$ cat config.mk
export PLATFORM = sky130hd
export DESIGN_NAME = bsq_redirect_ctl
export DESIGN_NICKNAME = d
export VERILOG_FILES = /design/src/rtl/bsq_pkg.sv /design/src/rtl/bsq_fetch_ctl.sv /design/src/rtl/bsq_pipe_track.sv /design/src/rtl/bsq_perf_cnt.sv /design/src/rtl/bsq_redirect_ctl.sv
export SDC_FILE = /design/constraint.sdc
export NUM_CORES = 1
export LEC_CHECK = 0
export BUFFER_PORTS_ARGS = -buffer_cell sky130_fd_sc_hd__buf_4
export CORE_MARGIN = 2
export CORE_UTILIZATION = 43
export CTS_CLUSTER_SIZE = 40
export DETAILED_ROUTE_END_ITERATION = 6
export GPL_TIMING_DRIVEN = 0
export PLACE_DENSITY_LB_ADDON = 0.05
export SLEW_MARGIN = 10
export SYNTH_ARGS = -nofsm -noshare
export SYNTH_HDL_FRONTEND = slang
export SYNTH_HIERARCHICAL = 1
export SYNTH_SLANG_ARGS = --single-unit
$ cat constraint.sdc
create_clock -name clk -period 3.2 [get_ports clk]
set_clock_uncertainty 0.1 [all_clocks]
set_input_delay 0.64 -clock clk [delete_from_list [all_inputs] [get_ports clk]]
set_output_delay 0.64 -clock clk [all_outputs]
set_load 0.05 [all_outputs]
$ cat src/rtl/bsq_pkg.sv
package bsq_pkg;

  // Fetch PC mux select encoding
  typedef enum logic [1:0] {
    PCSEL_SEQ   = 2'd0,
    PCSEL_HOLD  = 2'd1,
    PCSEL_REDIR = 2'd2
  } pcsel_e;

  // Stage positions in the valid vector
  localparam int STG_IFID  = 0;
  localparam int STG_IDEX  = 1;
  localparam int STG_EXMEM = 2;
  localparam int STG_MEMWB = 3;
  localparam int N_STAGE   = 4;
  localparam int N_SQUASH  = 3;

endpackage

$ cat src/rtl/bsq_fetch_ctl.sv
module bsq_fetch_ctl
  import bsq_pkg::*;
#(
  parameter int PC_W = 16
) (
  input  logic            clk,
  input  logic            rst_n,
  input  logic            fetch_req,
  input  logic            stall,
  input  logic            redirect,
  input  logic [PC_W-1:0] redirect_pc,
  output logic [PC_W-1:0] pc,
  output pcsel_e          pc_sel,
  output logic            fetch_fire
);

  function automatic logic [PC_W-1:0] seq_next(input logic [PC_W-1:0] cur);
    return cur + PC_W'(1);
  endfunction

  logic [PC_W-1:0] pc_next;

  always_comb begin
    if (redirect)                 pc_sel = PCSEL_REDIR;
    else if (stall || !fetch_req) pc_sel = PCSEL_HOLD;
    else                          pc_sel = PCSEL_SEQ;
  end

  always_comb begin
    unique case (pc_sel)
      PCSEL_REDIR: pc_next = redirect_pc;
      PCSEL_SEQ:   pc_next = seq_next(pc);
      default:     pc_next = pc;
    endcase
  end

  assign fetch_fire = (pc_sel == PCSEL_SEQ);

  always_ff @(posedge clk) begin
    if (!rst_n) pc <= '0;
    else        pc <= pc_next;
  end

  AST_PC_SEQ: assert property (@(posedge clk) disable iff (!rst_n)
    (fetch_req && !stall && !redirect) |=> (pc == $past(pc) + PC_W'(1)));
  AST_PC_REDIRECT: assert property (@(posedge clk) disable iff (!rst_n)
    redirect |=> (pc == $past(redirect_pc)));
  AST_PC_HOLD: assert property (@(posedge clk) disable iff (!rst_n)
    (!redirect && (stall || !fetch_req)) |=> $stable(pc));

endmodule

$ cat src/rtl/bsq_pipe_track.sv
module bsq_pipe_track
  import bsq_pkg::*;
#(
  parameter int PC_W  = 16,
  parameter int OFF_W = 8
) (
  input  logic             clk,
  input  logic             rst_n,
  input  logic             fetch_fire,
  input  logic [PC_W-1:0]  fetch_pc,
  input  logic             stall,
  input  logic             redirect,
  input  logic             dec_beq,
  input  logic [OFF_W-1:0] dec_off,
  input  logic             ex_equal,
  output logic [N_STAGE-1:0] vld,
  output logic [PC_W-1:0]  ex_target,
  output logic             mem_taken,
  output logic [PC_W-1:0]  mem_target
);

  // Word-addressed target: own address + 1 + sign-extended offset
  function automatic logic [PC_W-1:0] beq_target(input logic [PC_W-1:0] bpc,
                                                 input logic [OFF_W-1:0] off);
    return bpc + PC_W'(1) + PC_W'($signed(off));
  endfunction

  logic             ifid_v;
  logic [PC_W-1:0]  ifid_pc;
  logic             idex_v;
  logic [PC_W-1:0]  idex_pc;
  logic             idex_beq;
  logic [OFF_W-1:0] idex_off;
  logic             exmem_v;
  logic             exmem_taken;
  logic [PC_W-1:0]  exmem_target;
  logic             memwb_v;
  logic             ex_resolve_taken;

  assign ex_target        = beq_target(idex_pc, idex_off);
  assign ex_resolve_taken = idex_v && idex_beq && ex_equal;

  // IF/ID
  always_ff @(posedge clk) begin
    if (!rst_n) begin
      ifid_v  <= 1'b0;
      ifid_pc <= '0;
    end else if (redirect) begin
      ifid_v  <= 1'b0;
    end else if (!stall) begin
      ifid_v  <= fetch_fire;
      ifid_pc <= fetch_pc;
    end
  end

  // ID/EX
  always_ff @(posedge clk) begin
    if (!rst_n) begin
      idex_v   <= 1'b0;
      idex_pc  <= '0;
      idex_beq <= 1'b0;
      idex_off <= '0;
    end else if (redirect) begin
      idex_v   <= 1'b0;
      idex_beq <= 1'b0;
    end else if (!stall) begin
      idex_v   <= ifid_v;
      idex_pc  <= ifid_pc;
      idex_beq <= ifid_v && dec_beq;
      idex_off <= dec_off;
    end
  end

  // EX/MEM: squash or bubble clears it
  always_ff @(posedge clk) begin
    if (!rst_n) begin
      exmem_v      <= 1'b0;
      exmem_taken  <= 1'b0;
      exmem_target <= '0;
    end else if (redirect || stall) begin
      exmem_v      <= 1'b0;
      exmem_taken  <= 1'b0;
    end else begin
      exmem_v      <= idex_v;
      exmem_taken  <= ex_resolve_taken;
      exmem_target <= ex_target;
    end
  end

  // MEM/WB: the branch itself always proceeds
  always_ff @(posedge clk) begin
    if (!rst_n) memwb_v <= 1'b0;
    else        memwb_v <= exmem_v;
  end

  assign mem_taken  = exmem_v && exmem_taken;
  assign mem_target = exmem_target;

  assign vld[STG_IFID]  = ifid_v;
  assign vld[STG_IDEX]  = idex_v;
  assign vld[STG_EXMEM] = exmem_v;
  assign vld[STG_MEMWB] = memwb_v;

  AST_SQUASH_CLEAR: assert property (@(posedge clk) disable iff (!rst_n)
    redirect |=> (!ifid_v && !idex_v && !exmem_v));
  AST_BRANCH_SURVIVES: assert property (@(posedge clk) disable iff (!rst_n)
    redirect |=> memwb_v);
  AST_STALL_BUBBLE: assert property (@(posedge clk) disable iff (!rst_n)
    (stall && !redirect) |=> (!exmem_v && $stable(ifid_v) && $stable(idex_v) && $stable(ifid_pc)));
  AST_NOT_TAKEN_QUIET: assert property (@(posedge clk) disable iff (!rst_n)
    (idex_v && idex_beq && !ex_equal && !stall && !redirect) |=> !mem_taken);

endmodule

$ cat src/rtl/bsq_perf_cnt.sv
module bsq_perf_cnt #(
  parameter int CNT_W = 32,
  parameter int SQ_W  = 2
) (
  input  logic             clk,
  input  logic             rst_n,
  input  logic             commit,
  input  logic [SQ_W-1:0]  squashed_n,
  output logic [CNT_W-1:0] commit_cnt,
  output logic [CNT_W-1:0] lost_cnt
);

  always_ff @(posedge clk) begin
    if (!rst_n) begin
      commit_cnt <= '0;
      lost_cnt   <= '0;
    end else begin
      if (commit) commit_cnt <= commit_cnt + CNT_W'(1);
      lost_cnt <= lost_cnt + CNT_W'(squashed_n);
    end
  end

endmodule

$ cat src/rtl/bsq_redirect_ctl.sv
module bsq_redirect_ctl
  import bsq_pkg::*;
#(
  parameter int PC_W  = 16,
  parameter int OFF_W = 8,
  parameter int CNT_W = 32
) (
  input  logic             clk,
  input  logic             rst_n,
  input  logic             fetch_req_i,
  input  logic             stall_i,
  input  logic             dec_beq_i,
  input  logic [OFF_W-1:0] dec_off_i,
  input  logic             ex_equal_i,
  output logic [PC_W-1:0]  pc_o,
  output logic [1:0]       pc_sel_o,
  output logic             redirect_o,
  output logic [PC_W-1:0]  redirect_pc_o,
  output logic [2:0]       squash_o,
  output logic [PC_W-1:0]  ex_target_o,
  output logic [3:0]       stage_vld_o,
  output logic [CNT_W-1:0] commit_cnt_o,
  output logic [CNT_W-1:0] lost_cnt_o
);

  localparam int SQ_W = $clog2(N_SQUASH + 1);

  logic               redirect;
  logic [PC_W-1:0]    redirect_pc;
  logic               fetch_fire;
  pcsel_e             pc_sel;
  logic [PC_W-1:0]    pc;
  logic [N_STAGE-1:0] vld;
  logic [SQ_W-1:0]    squashed_n;

  bsq_fetch_ctl #(.PC_W(PC_W)) u_fetch (
    .clk         (clk),
    .rst_n       (rst_n),
    .fetch_req   (fetch_req_i),
    .stall       (stall_i),
    .redirect    (redirect),
    .redirect_pc (redirect_pc),
    .pc          (pc),
    .pc_sel      (pc_sel),
    .fetch_fire  (fetch_fire)
  );

  bsq_pipe_track #(.PC_W(PC_W), .OFF_W(OFF_W)) u_track (
    .clk        (clk),
    .rst_n      (rst_n),
    .fetch_fire (fetch_fire),
    .fetch_pc   (pc),
    .stall      (stall_i),
    .redirect   (redirect),
    .dec_beq    (dec_beq_i),
    .dec_off    (dec_off_i),
    .ex_equal   (ex_equal_i),
    .vld        (vld),
    .ex_target  (ex_target_o),
    .mem_taken  (redirect),
    .mem_target (redirect_pc)
  );

  // Valid instructions thrown away: the one being fetched, decode, execute
  always_comb begin
    squashed_n = '0;
    if (redirect)
      squashed_n = SQ_W'(fetch_req_i) + SQ_W'(vld[STG_IFID]) + SQ_W'(vld[STG_IDEX]);
  end

  bsq_perf_cnt #(.CNT_W(CNT_W), .SQ_W(SQ_W)) u_cnt (
    .clk        (clk),
    .rst_n      (rst_n),
    .commit     (vld[STG_MEMWB]),
    .squashed_n (squashed_n),
    .commit_cnt (commit_cnt_o),
    .lost_cnt   (lost_cnt_o)
  );

  generate
    for (genvar s = 0; s < N_SQUASH; s++) begin : g_squash
      assign squash_o[s] = redirect;
    end
  endgenerate

  assign pc_o          = pc;
  assign pc_sel_o      = pc_sel;
  assign redirect_o    = redirect;
  assign redirect_pc_o = redirect_pc;
  assign stage_vld_o   = vld;

  AST_REDIRECT_PULSE: assert property (@(posedge clk) disable iff (!rst_n)
    redirect |=> !redirect);
  AST_REDIR_OVER_STALL: assert property (@(posedge clk) disable iff (!rst_n)
    (redirect && stall_i) |=> (pc_o == $past(redirect_pc_o) && stage_vld_o[2:0] == 3'b000));
  AST_LOST_ONLY_ON_REDIRECT: assert property (@(posedge clk) disable iff (!rst_n)
    !redirect |=> $stable(lost_cnt_o));
  AST_RESET_STATE: assert property (@(posedge clk)
    !rst_n |=> (pc_o == '0 && stage_vld_o == '0 && commit_cnt_o == '0));

endmodule

==> impl_metrics.tcl <==
set metrics [dict create \
    grt-ovfl-total 0 \
    placedCellCount 1136 \
    critPathLaunchType "register" \
    coreArea_mm2 0.0158 \
    port_buffers 135 \
    die_area_mm2 0.0170 \
    numClockSinks 142 \
    cp.arrival_ns 2.53 \
    pwr-share-seq 0.431 \
    synth_cells 785 \
    regToRegEndpoint "u_cnt/lost_cnt[24]$_SDFF_PN0_" \
    initial_core_util 0.436 \
    ir_worst_vdd_mv 0.382 \
    synthFlopType "dfxtp_1" \
    r2r-start "u_track/ifid_v$_SDFFE_PP0N_" \
    drt_iter0_markers 305 \
    hold_class "register to register" \
    clk_latency_ns 0.42 \
    r2r_slack_ns 0.18 \
    ys.warnings.count 6 \
    max_freq_mhz 305 \
    rsz0062_at_grt "yes" \
    hold_viol 0 \
    swShare 0.237 \
    synth_area_per_cell_um2 8.76 \
    yosysUniqueCellTypes 64 \
    grt_max_degree 19 \
    grt_pass1_wl_um 28600 \
    synth_edf_count 0 \
    hold_start "u_track/ifid_pc[0]$_SDFFE_PN0P_" \
    p_leak_nw 3.75 \
    rows 46 \
    power_frac_clock 0.494 \
    layout.cells.most_common "buf_4" \
    layout-drive-gt1-share 0.261 \
    critPathCaptureType "output port" \
    postSynth.asyncResetShare 0 \
    yosysSeqAreaShare 0.413 \
    synth_top_area_frac 0.413 \
    crit_type "register to output port" \
    antenna_cells 0 \
    h-tree-depth 4 \
    area_growth_pct 34.1 \
    period_needed_ns 3.27 \
    gp_congestion 0.843 \
    fin_cells 1194 \
    final_antenna_net_count 0 \
    io_pins 136 \
    fillCellCount 1484 \
    die_h_um 130 \
    whs_endpoint "u_track/idex_pc[0]$_SDFFE_PN0P_" \
    period_share 1.02 \
    fin_nets 1001 \
    fin_area_mm2 0.00922 \
    critPathRequiredTime_ns 2.46 \
    mostFrequentLayoutCells "159 x buf_4, 139 x dfxtp_1, 125 x nand2_1" \
    synthTopCellsByArea "dfxtp_1 41%, xnor2_1 7.8%, nand2_1 6.9%, and2_1 5.6%, a21boi_0 5.2%" \
    outcome "finished, violations left" \
    syn_area_mm2 0.00688 \
    root_buffer "clkbuf_16" \
    holdPathStages 2 \
    wl_um 18600 \
    slew_headroom 0.524 \
    cts_tree "built" \
    synth_fp_nets 821 \
    drc 0 \
    numCtsBuffers 17 \
    hpwlAfterDp_um 13700 \
    violations "negative setup slack" \
    via_per_inst 5.15 \
    via_count 6144 \
    grt_pass1_vias 5750 \
    antenna_found_initial 0 \
    clk_pin_slew_ns 0.06 \
    comb_power_share 0.075 \
    worst_pin_slew_ns 0.710 \
    fin_ws_ns -0.0749 \
    synth_top_area_cell "dfxtp_1" \
    cts_max_path_buffers 2 \
    switchingPower_mw 0.992 \
    power_density_mw_per_mm2 454 \
    finalPower_mw 4.19 \
    avgRoutedWirePerCell_um 15.5 \
    first_pass_iters 5 \
    slew_violations 0 \
    p_int_mw 3.20 \
    finalSetupViolCount 5 \
    fin_setup_tns_ns -0.283 \
    reg2regPathDepth 13 \
    ys_ff_latch 142 \
    crit_fanout 3 \
    maxCapViolCount 0 \
    grt.total_usage 0.216 \
    placed_area_mm2 0.00816 \
    die_x_um 130 \
]
-- Yosys cell counts, types with 4 or more instances --
library cell	count
a21boi_0	48
nand2_1	126
inv_1	16
a21oi_1	22
xnor2_1	61
buf_4	9
nand2b_1	4
o211ai_1	4
a22o_1	5
nor3_1	6
nand3b_1	4
nor2b_1	8
dfxtp_1	142
a21o_1	4
a31oi_1	5
buf_2	4
ha_1	19
xor2_1	17
nand4_1	28
nor4_1	5
nor2_1	23
mux2i_1	5
and2_1	61
o21ai_0	24
clkbuf_1	29
or3_1	7
and3_1	14
nand3_1	33
-- critical path: stages, from the launching register on --
cell	delay, ns
dfxtp_2	0.32
inv_2	0.06
ha_4	0.14
inv_2	0.03
fa_2	0.33
a21o_1	0.20
a311oi_2	0.23
o21a_2	0.27
a31oi_1	0.12
xor2_1	0.19
buf_4	0.23
-- power by group through the flow --
stage	Sequential (mW)	Combinational, mW	Clock [mW]
after floorplan	1.87	0.159	0
after global placement	1.84	0.285	0
after detailed placement	1.84	0.288	0
after CTS	1.80	0.299	2.11
after global routing	1.81	0.338	2.19
final	1.80	0.315	2.07
-- through the flow --
| stage | worst slack [ns] | hold slack, ns | util |
|---|---|---|---|
| after global routing | -0.166 | 0.356 | 0.585 |
| final | -0.0749 | 0.365 | 0.585 |
| after global placement | -0.332 | 0.354 | 0.517 |
| after detailed placement | -0.363 | 0.360 | 0.517 |
| after floorplan | 0.0110 | 0.341 | - |
| after CTS | -0.0824 | 0.355 | 0.570 |
-- repair_timing --
action | CTS | global route
resized for setup | 27 | 25
setup buffers | 11 | 15
endpoints found under the setup margin | 18 | 12
hold buffers | 0 | 0
pin swaps | 13 | 18
-- area by class of cell --
class                           count  area (um^2)  area share
Inverter                           16         60.1     0.00651
Clock inverter                     15          196      0.0213
Buffer                             43          201      0.0218
Clock buffer                       17          425      0.0461
Multi-Input combinational cell    584         3950       0.428
Tap cell                          216          270      0.0293
Sequential cell                   142         2850       0.309
Timing Repair Buffer              161         1270       0.138
-- cell families (layout without fill, tap and decap cells) --
group | Yosys count | count (layout) | synth area share
multiplexers | 5 | 5 | 0.00728
adder cells (fa/ha/maj) | 22 | 22 | 0.0433
AO/OA/AOI/OAI | 137 | 137 | 0.135
AND/OR/NAND/NOR | 342 | 342 | 0.263
flip-flops | 142 | 142 | 0.413
XOR/XNOR | 78 | 78 | 0.0994
buffers and inverters | 59 | 252 | 0.0380
-- routing by layer --
| layer | share of wire | GRT usage | vias to the layer above |
|---|---|---|---|
| met5 | 0 | 0 | - |
| met1 | 0.43 | 0.258 | 2934 |
| met3 | 0.043 | 0.0468 | 18 |
| met4 | 0.015 | 0.0701 | 0 |
| met2 | 0.51 | 0.388 | 136 |
| li1 | - | - | 3056 |
-- sequential cells by signal (all words and copies together) (netlist names) --
signal and cells:
u_track/idex_pc 16, u_track/exmem_v 1, u_track/idex_v 1, u_track/exmem_taken 1
u_track/idex_beq 1, u_track/ifid_v 1, u_fetch/pc 16, u_track/idex_off 8
u_track/ifid_pc 16, u_track/mem_target 16, u_cnt/commit_cnt 32, u_cnt/lost_cnt 32
u_track/memwb_v 1
-- worst max-delay path by stage --
stage,startpoint,to,cells after the start
2_1_floorplan,u_track/idex_pc[0]$_SDFFE_PN0P_,ex_target_o[14],9
3_3_place_gp,fetch_req_i,u_cnt/lost_cnt[24]$_SDFF_PN0_,11
3_5_place_dp,fetch_req_i,u_cnt/lost_cnt[28]$_SDFF_PN0_,11
4_1_cts,u_track/idex_pc[0]$_SDFFE_PN0P_,ex_target_o[14],10
5_1_grt,u_track/idex_pc[0]$_SDFFE_PN0P_,ex_target_o[14],10
6_report,u_track/idex_pc[0]$_SDFFE_PN0P_,ex_target_o[14],10
No activity file was read; power rests on OpenSTA's default activity.
